## src/rtl/lcd_win_cmdgen.sv

```systemverilog
module lcd_win_cmdgen #(
  parameter int CW = 8
) (
  input  logic          clk,
  input  logic          rst_n,
  input  logic [1:0]    rot,
  input  logic          cfg_req,
  input  logic          win_req,
  input  logic [CW-1:0] x,
  input  logic [CW-1:0] y,
  output logic          req_ready,
  output logic          cmd_valid,
  input  logic          cmd_ready,
  output logic [7:0]    cmd_data,
  output logic          cmd_dc,
  output logic          seq_done
);
  localparam int LASTW = 3;
  localparam int LASTC = 1;

  logic       busy, is_win, done_q;
  logic [1:0] rot_q, idx;
  logic [7:0] col_q, pg_q;
  logic [7:0] xe, ye;

  assign xe = 8'(x);
  assign ye = 8'(y);

  wire take = !busy && (cfg_req || win_req);
  wire hs   = busy && cmd_ready;
  wire last = is_win ? (idx == 2'(LASTW)) : (idx == 2'(LASTC));

  wire mir_x = (rot_q == 2'd0) || (rot_q == 2'd3);
  wire mir_y = rot_q[1];

  always_ff @(posedge clk) begin
    if (!rst_n) begin
      busy   <= 1'b0;
      is_win <= 1'b0;
      rot_q  <= '0;
      col_q  <= '0;
      pg_q   <= '0;
      idx    <= '0;
      done_q <= 1'b0;
    end else begin
      done_q <= hs && last;
      if (take) begin
        busy   <= 1'b1;
        is_win <= !cfg_req;
        rot_q  <= rot;
        idx    <= '0;
        col_q  <= rot[0] ? ye : xe;
        pg_q   <= rot[0] ? xe : ye;
      end else if (hs) begin
        if (last) busy <= 1'b0;
        idx <= idx + 2'd1;
      end
    end
  end

  always_comb begin
    if (is_win) begin
      unique case (idx)
        2'd0: cmd_data = {4'h0, col_q[3:0]};
        2'd1: cmd_data = {4'h1, col_q[7:4]};
        2'd2: cmd_data = {4'h6, pg_q[4:1]};
        default: cmd_data = {5'b01110, pg_q[7:5]};
      endcase
    end else if (idx == 2'd0) begin
      cmd_data = {5'b10001, 1'b0, rot_q[0], 1'b1};
    end else begin
      cmd_data = {5'b11000, mir_y, mir_x, 1'b0};
    end
  end

  assign req_ready = !busy;
  assign cmd_valid = busy;
  assign cmd_dc    = 1'b0;
  assign seq_done  = done_q;
endmodule

```

## config.mk

```make
export PLATFORM = sky130hd
export DESIGN_NAME = lcd_win_cmdgen
export DESIGN_NICKNAME = d
export VERILOG_FILES = /design/src/rtl/lcd_win_cmdgen.sv
export SDC_FILE = /design/constraint.sdc
export NUM_CORES = 1
export LEC_CHECK = 0
export ABC_AREA = 0
export CAP_MARGIN = 20
export CORE_AREA = 4 4 68 70
export DETAILED_ROUTE_END_ITERATION = 8
export DIE_AREA = 0 0 72 74
export PLACE_DENSITY = 0.66
export SLEW_MARGIN = 30
export SYNTH_ARGS = -nofsm -noshare
export SYNTH_HDL_FRONTEND = slang
export SYNTH_SLANG_ARGS = --single-unit
```

## constraint.sdc

```tcl
create_clock -name clk -period 4.2 [get_ports clk]
set_input_delay 0.84 -clock clk [delete_from_list [all_inputs] [get_ports clk]]
set_output_delay 0.84 -clock clk [all_outputs]
set_load 0.03 [all_outputs]
```

==> Yosys cells after proc, flatten, opt, wreduce, memory -nomap -nowiden <==
Index checks and enable logic that the tools add are counted.
{ "classes": {"addsub": 1, "n_eq_ne": 4, "mux": 9, "bitwise_logic": 1, "n_reduce_logical": 13} }
{ "op_table": {"columns": ["op", "count"], "rows": [
  ["8-bit 2-to-1 mux", 3],
  ["7-bit one-hot mux with 3 select lines", 1],
  ["7-bit 2-to-1 mux", 1],
  ["2-bit == test (second input constant)", 3],
  ["2-bit logical NOT", 2],
  ["1-bit 2-to-1 mux", 4],
  ["2-bit nonzero test", 2],
  ["1-bit logical AND", 3],
  ["2-bit by 1-bit adder with 2-bit output (second input constant)", 1],
  ["2-bit by 1-bit == test with 1-bit output (second input constant)", 1],
  ["1-bit logical NOT", 2],
  ["1-bit logical OR", 2],
  ["2-bit AND reduction", 1],
  ["2-bit OR reduction", 1],
  ["1-bit NOT", 1]
]} }
{ "totals": {"ff_bits": 23, "in_bits": 23, "out_inout_bits": 12, "elab_cells": 35} }

==> Depth between registers and ports, before layout <==
{ "depth": {"depth_word": 5, "ltp_mapped": 5, "ltp_nobuf": 5} }

==> Worst setup path after synthesis <==
No wires, ideal clock.
{ "synth_timing": {"path_kind": "reg-to-output", "startpoint": "register is_win", "endpoint": "output port cmd_data[6]", "arrival_ns": 1.443, "slack_ns": 1.917, "stages_incl_launch_ff": 5, "path_cell_list": "dfxtp_1 > clkbuf_2 > inv_1 > nor2_1 > a21o_1"} }
{ "synth_between": {"elab_chain_cells": 1} }
{ "synth_lines": {"columns": ["item", "line_no", "source"], "rows": [
  ["from (decl)", "21", "logic busy, is_win, done_q;"],
  ["from (signal assigned)", "49", "is_win <= !cfg_req;"],
  ["8-bit 2-to-1 mux", "62", "if (is_win) begin"],
  ["to (decl)", "14", "output logic [7:0] cmd_data,"]
]} }
No other way between the ends.

==> Final worst setup path <==
{ "layout_timing": {"startpoint": "register idx[0]", "endpoint": "output port cmd_data[2]"} }
{ "layout_between": {"elab_chain_cells": 3} }
{ "layout_lines": {"columns": ["item", "line_no", "source"], "rows": [
  ["from (decl)", "22", "logic [1:0] rot_q, idx;"],
  ["from (signal assigned)", "56", "idx <= idx + 2'd1;"],
  ["2-bit == test (tied with other cells)", "63", "unique case (idx)"],
  ["7-bit one-hot mux with 3 select lines or 7-bit 2-to-1 mux (tied branches)", "63, 69", null],
  ["8-bit 2-to-1 mux *", "62", null]
]} }
Mark *: on every way between the ends. The rest lies on a longest branch, timed or not.

==> flow_results.org <==
** Status
- Run status :: completed

** Global route
- Total Routing Usage GR :: 12.1%
- The first global-routing pass estimated 5.07 mm of wire.
- For this run the aggregate overflow at the end of global routing stands at 0.
- Via count of the first global-routing pass :: 1108
- Number of antenna violations at the first check in global routing :: 0
- Maximum number of pins on one net before global-route repair :: 35

** Synth
- Netlist cell types :: 32
- The synthesized design spends more area on one cell type than any other, namely dfxtp_1.
- Warning count from the yosys run :: 0
- Syn nets :: 162
- Averaged over all synthesized cells, the footprint is 9.57 um^2.
- Yosys attributes the largest share of cell area to dfxtp_1, mux2i_1, a211oi_2.
- Summing the sequential cell areas from Yosys gives 34.6% of the chip area.
- In this run, synthesis produced a sequential element count of 22.
- Share of synthesized registers carrying an async set or reset :: 0%
- In this run, synthesis inferred 0 flip-flops with an integrated enable.
- Post-synthesis cell count :: 133
- The top cell type by area accounts for 34.6% of the synthesized area.
- Commonest cells post-synth :: dfxtp_1, nor2_1, mux2i_1
- The most common cell in the synthesized netlist is dfxtp_1.
- In this run the cell area of the synthesized design comes to 1270 um^2.
- The most used flip-flop cell after synthesis is dfxtp_1.

** Timing
- The number of max-slew violations in the final report was 0.
- Top achievable clock speed :: 311 MHz
- Post-route setup slack :: 0.986 ns
- In the finished design, the share of the clock period the worst path needs comes to 76.5%.
- Final hold analysis gives a worst-case slack of between 0.4 and 0.5 ns.
- Setup repair after global routing left no endpoint under its margin.
- After layout, the minimum clock period comes to 3.21 ns.
- The number of endpoints with negative hold slack in the final report was 0.
- Final Skew :: 0.00481 ns
- At the pin with the least slew margin, the transition time is 0.914 ns.
- For the final routed database, the setup TNS stands at 0 ns.
- Setup violations remaining at the end of the flow were counted as 0.
- Headroom to the max-slew limit :: between 30% and 40%

** Drt
- Wires add up to 3.08 mm.
- DRC viols :: 0
- Once detail routing completed, the nets flagged for antenna violations numbered 0.
- Via count of the routed design :: approximately 1100
- Dividing the detail-routed via count by the number of cells gives 5.08.
- The first routing iteration left 46 violations.
- For this run, the detailed router's first-pass iteration total came to 4.
- Detailed-route wire length per cell :: 14.7 um

** Power and ir drop
- Worst vdd rail ir drop :: between 0.15 and 0.2 mV
- Power comes to just under 600 uW.
- Summed over all cells, the static leakage comes to about 0.65 nW.
- In this run the power density over the cells is 350 nW/um^2.

** Die
- The total area inside the core boundary comes to 3970 um^2.
- Width of the die :: 72 um
- Height of the chip :: roughly 74 um
- The floorplan step defined a die boundary enclosing between 5000 and 6000 um^2.
- 35 I/O pins were placed.
- Initial core utilization :: 32.0%
- Std cell rows :: 23

** Placement
- Worst-case setup slack after placement :: between 1 and 1.5 ns
- Post-DP HPWL :: approximately 2.3 mm
- Global placer's final weighted congestion :: ~0.84
- The count of buffers added on input and output ports is 33.

** Setup path
- The worst setup path is of the flop to output pin kind.
- Worst-path cell with the longest stage delay :: clkdlybuf4s50_1
- Element type at the critical path end :: output pin
- The largest single stage delay on the critical path is 0.59 ns.
- Top Family by Delay on Critical Path :: buffers and inverters
- The signal on the critical path passes through inv_1 > ha_1 > a222oi_1 > a211oi_1 > a31o_2 > clkdlybuf4s50_1.
- Data on the critical path is required at its endpoint by 3.36 ns.
- Worst reg2reg setup slack :: 2.81 ns
- Top fanout value on the critical path :: 5
- Critical Path AT :: ~2.4 ns
- Number of buffers and inverters on the critical path :: 2
- Crit path launch type :: flop

** Finish
- For this run, the share of the core covered by cells in the final layout is 41.7%.
- 0 antenna diodes ended up in the layout.
- Of the cells placed in the final design, the portion with a size suffix greater than 1 is between 10% and 20%.
- Layout-stage area growth over the synthesis result :: 30.2%
- Final net count :: 190

** Clock tree
- Number of buffers between clock root and the deepest sink :: 2
- For the worst-skew pair, the clock arrives at the later sink with an insertion delay of 0.26 ns.
- Htree depth :: 1
- TritonCTS built the clock tree.
- Sink Count :: 22
- Clock tree synthesis inserted a total of 3 buffers.
- Root Driver :: clkbuf_8
- Clock transition at the registers of the reported paths :: 0.07 ns
- Hold bufs inserted after CTS :: 0
- Once the clock tree was built, the setup fixing pass inserted 0 buffers.
- Gates resized during post-CTS repair numbered 0.

** Run
- Across the run, the number of max-cap violations was 0.

** Hold path
- Path category of the worst min-delay check :: flop to flop
==> tightest hold or removal path, stage by stage (launching register included) <==
cell	delay [ns]
dfxtp_1	0.33
nand2_1	0.06
a21oi_1	0.05
==> final timing paths <==
| check | endpoint | cells after the start | start |
|---|---|---|---|
| setup / recovery | cmd_data[2] | 6 | idx[0]$_SDFFE_PP0P_ |
| hold / removal | rot_q[0]$_SDFFE_PN0P_ | 2 | rot_q[0]$_SDFFE_PN0P_ |
| setup reg to reg | seq_done$_SDFF_PN0_ | 4 | idx[1]$_SDFFE_PP0P_ |
| hold reg to reg | rot_q[0]$_SDFFE_PN0P_ | 2 | rot_q[0]$_SDFFE_PN0P_ |
==> stage by stage <==
step / area (um^2) / instances
final: 1660 / 210
after CTS: 1660 / 210
after floorplan: 1270 / 133
after global placement: 1590 / 206
after detailed placement: 1590 / 206
after global routing: 1660 / 210
==> metal layers <==
layer  GRT usage (%)  vias to the layer above  routed length (um)
met3            2.30                        2                 222
met2            21.5                       42                1450
met5               0                        -                   0
met1            14.9                      489                1390
li1                -                      533                   -
met4            3.76                        0                  17
==> cells in the final DEF, fill, tap and decap left out, drive strengths merged <==
master and count:
a22oi 1, nand3 2, a222oi 2, xnor2 1, o21ba 1, nor3b 1, nor2b 1, a31oi 1
nand2 5, o22ai 3, nor3 1, o21ai 3, a31o 1, bufinv 1, a211oi 17, nor2 20
ha 6, mux2i 16, conb 1, inv 7, a22o 1, clkbuf 3, a21o 1, clkdlybuf4s50 33
a21oi 5, mux2 1, and2 1, a221oi 1, dfxtp 22, o21bai 1
==> cell families after synthesis <==
family	synth area share, %
flip-flops	34.6
other	0.295
multiplexers	13.5
XOR/XNOR	0.688
buffers and inverters	8.36
AND/OR/NAND/NOR	10.1
AO/OA/AOI/OAI	26.5
adder cells (fa/ha/maj)	5.90
==> cell type report <==
cell class                 instances  area (um^2)
timing repair buffer              33          330
tap                               50         62.6
multi-input combinational         94          726
sequential                        22          440
fill                             382         2310
clock buffer                       3         41.3
clock inverter                     1         30.0
inverter                           7         26.3
==> state kept, by name, indices dropped and copies added, names as in the netlist <==
signal     flops
cmd_valid      1
col_q          8
idx            2
is_win         1
pg_q           7
rot_q          2
seq_done       1
==> power breakdown <==
group	switching (mW)	total, mW	internal, mW
combinational	0.0765	0.144	0.0674
clock	0.0653	0.193	0.127
sequential	0.0161	0.244	0.228
Note: power is estimated with default switching activity, not from simulation.
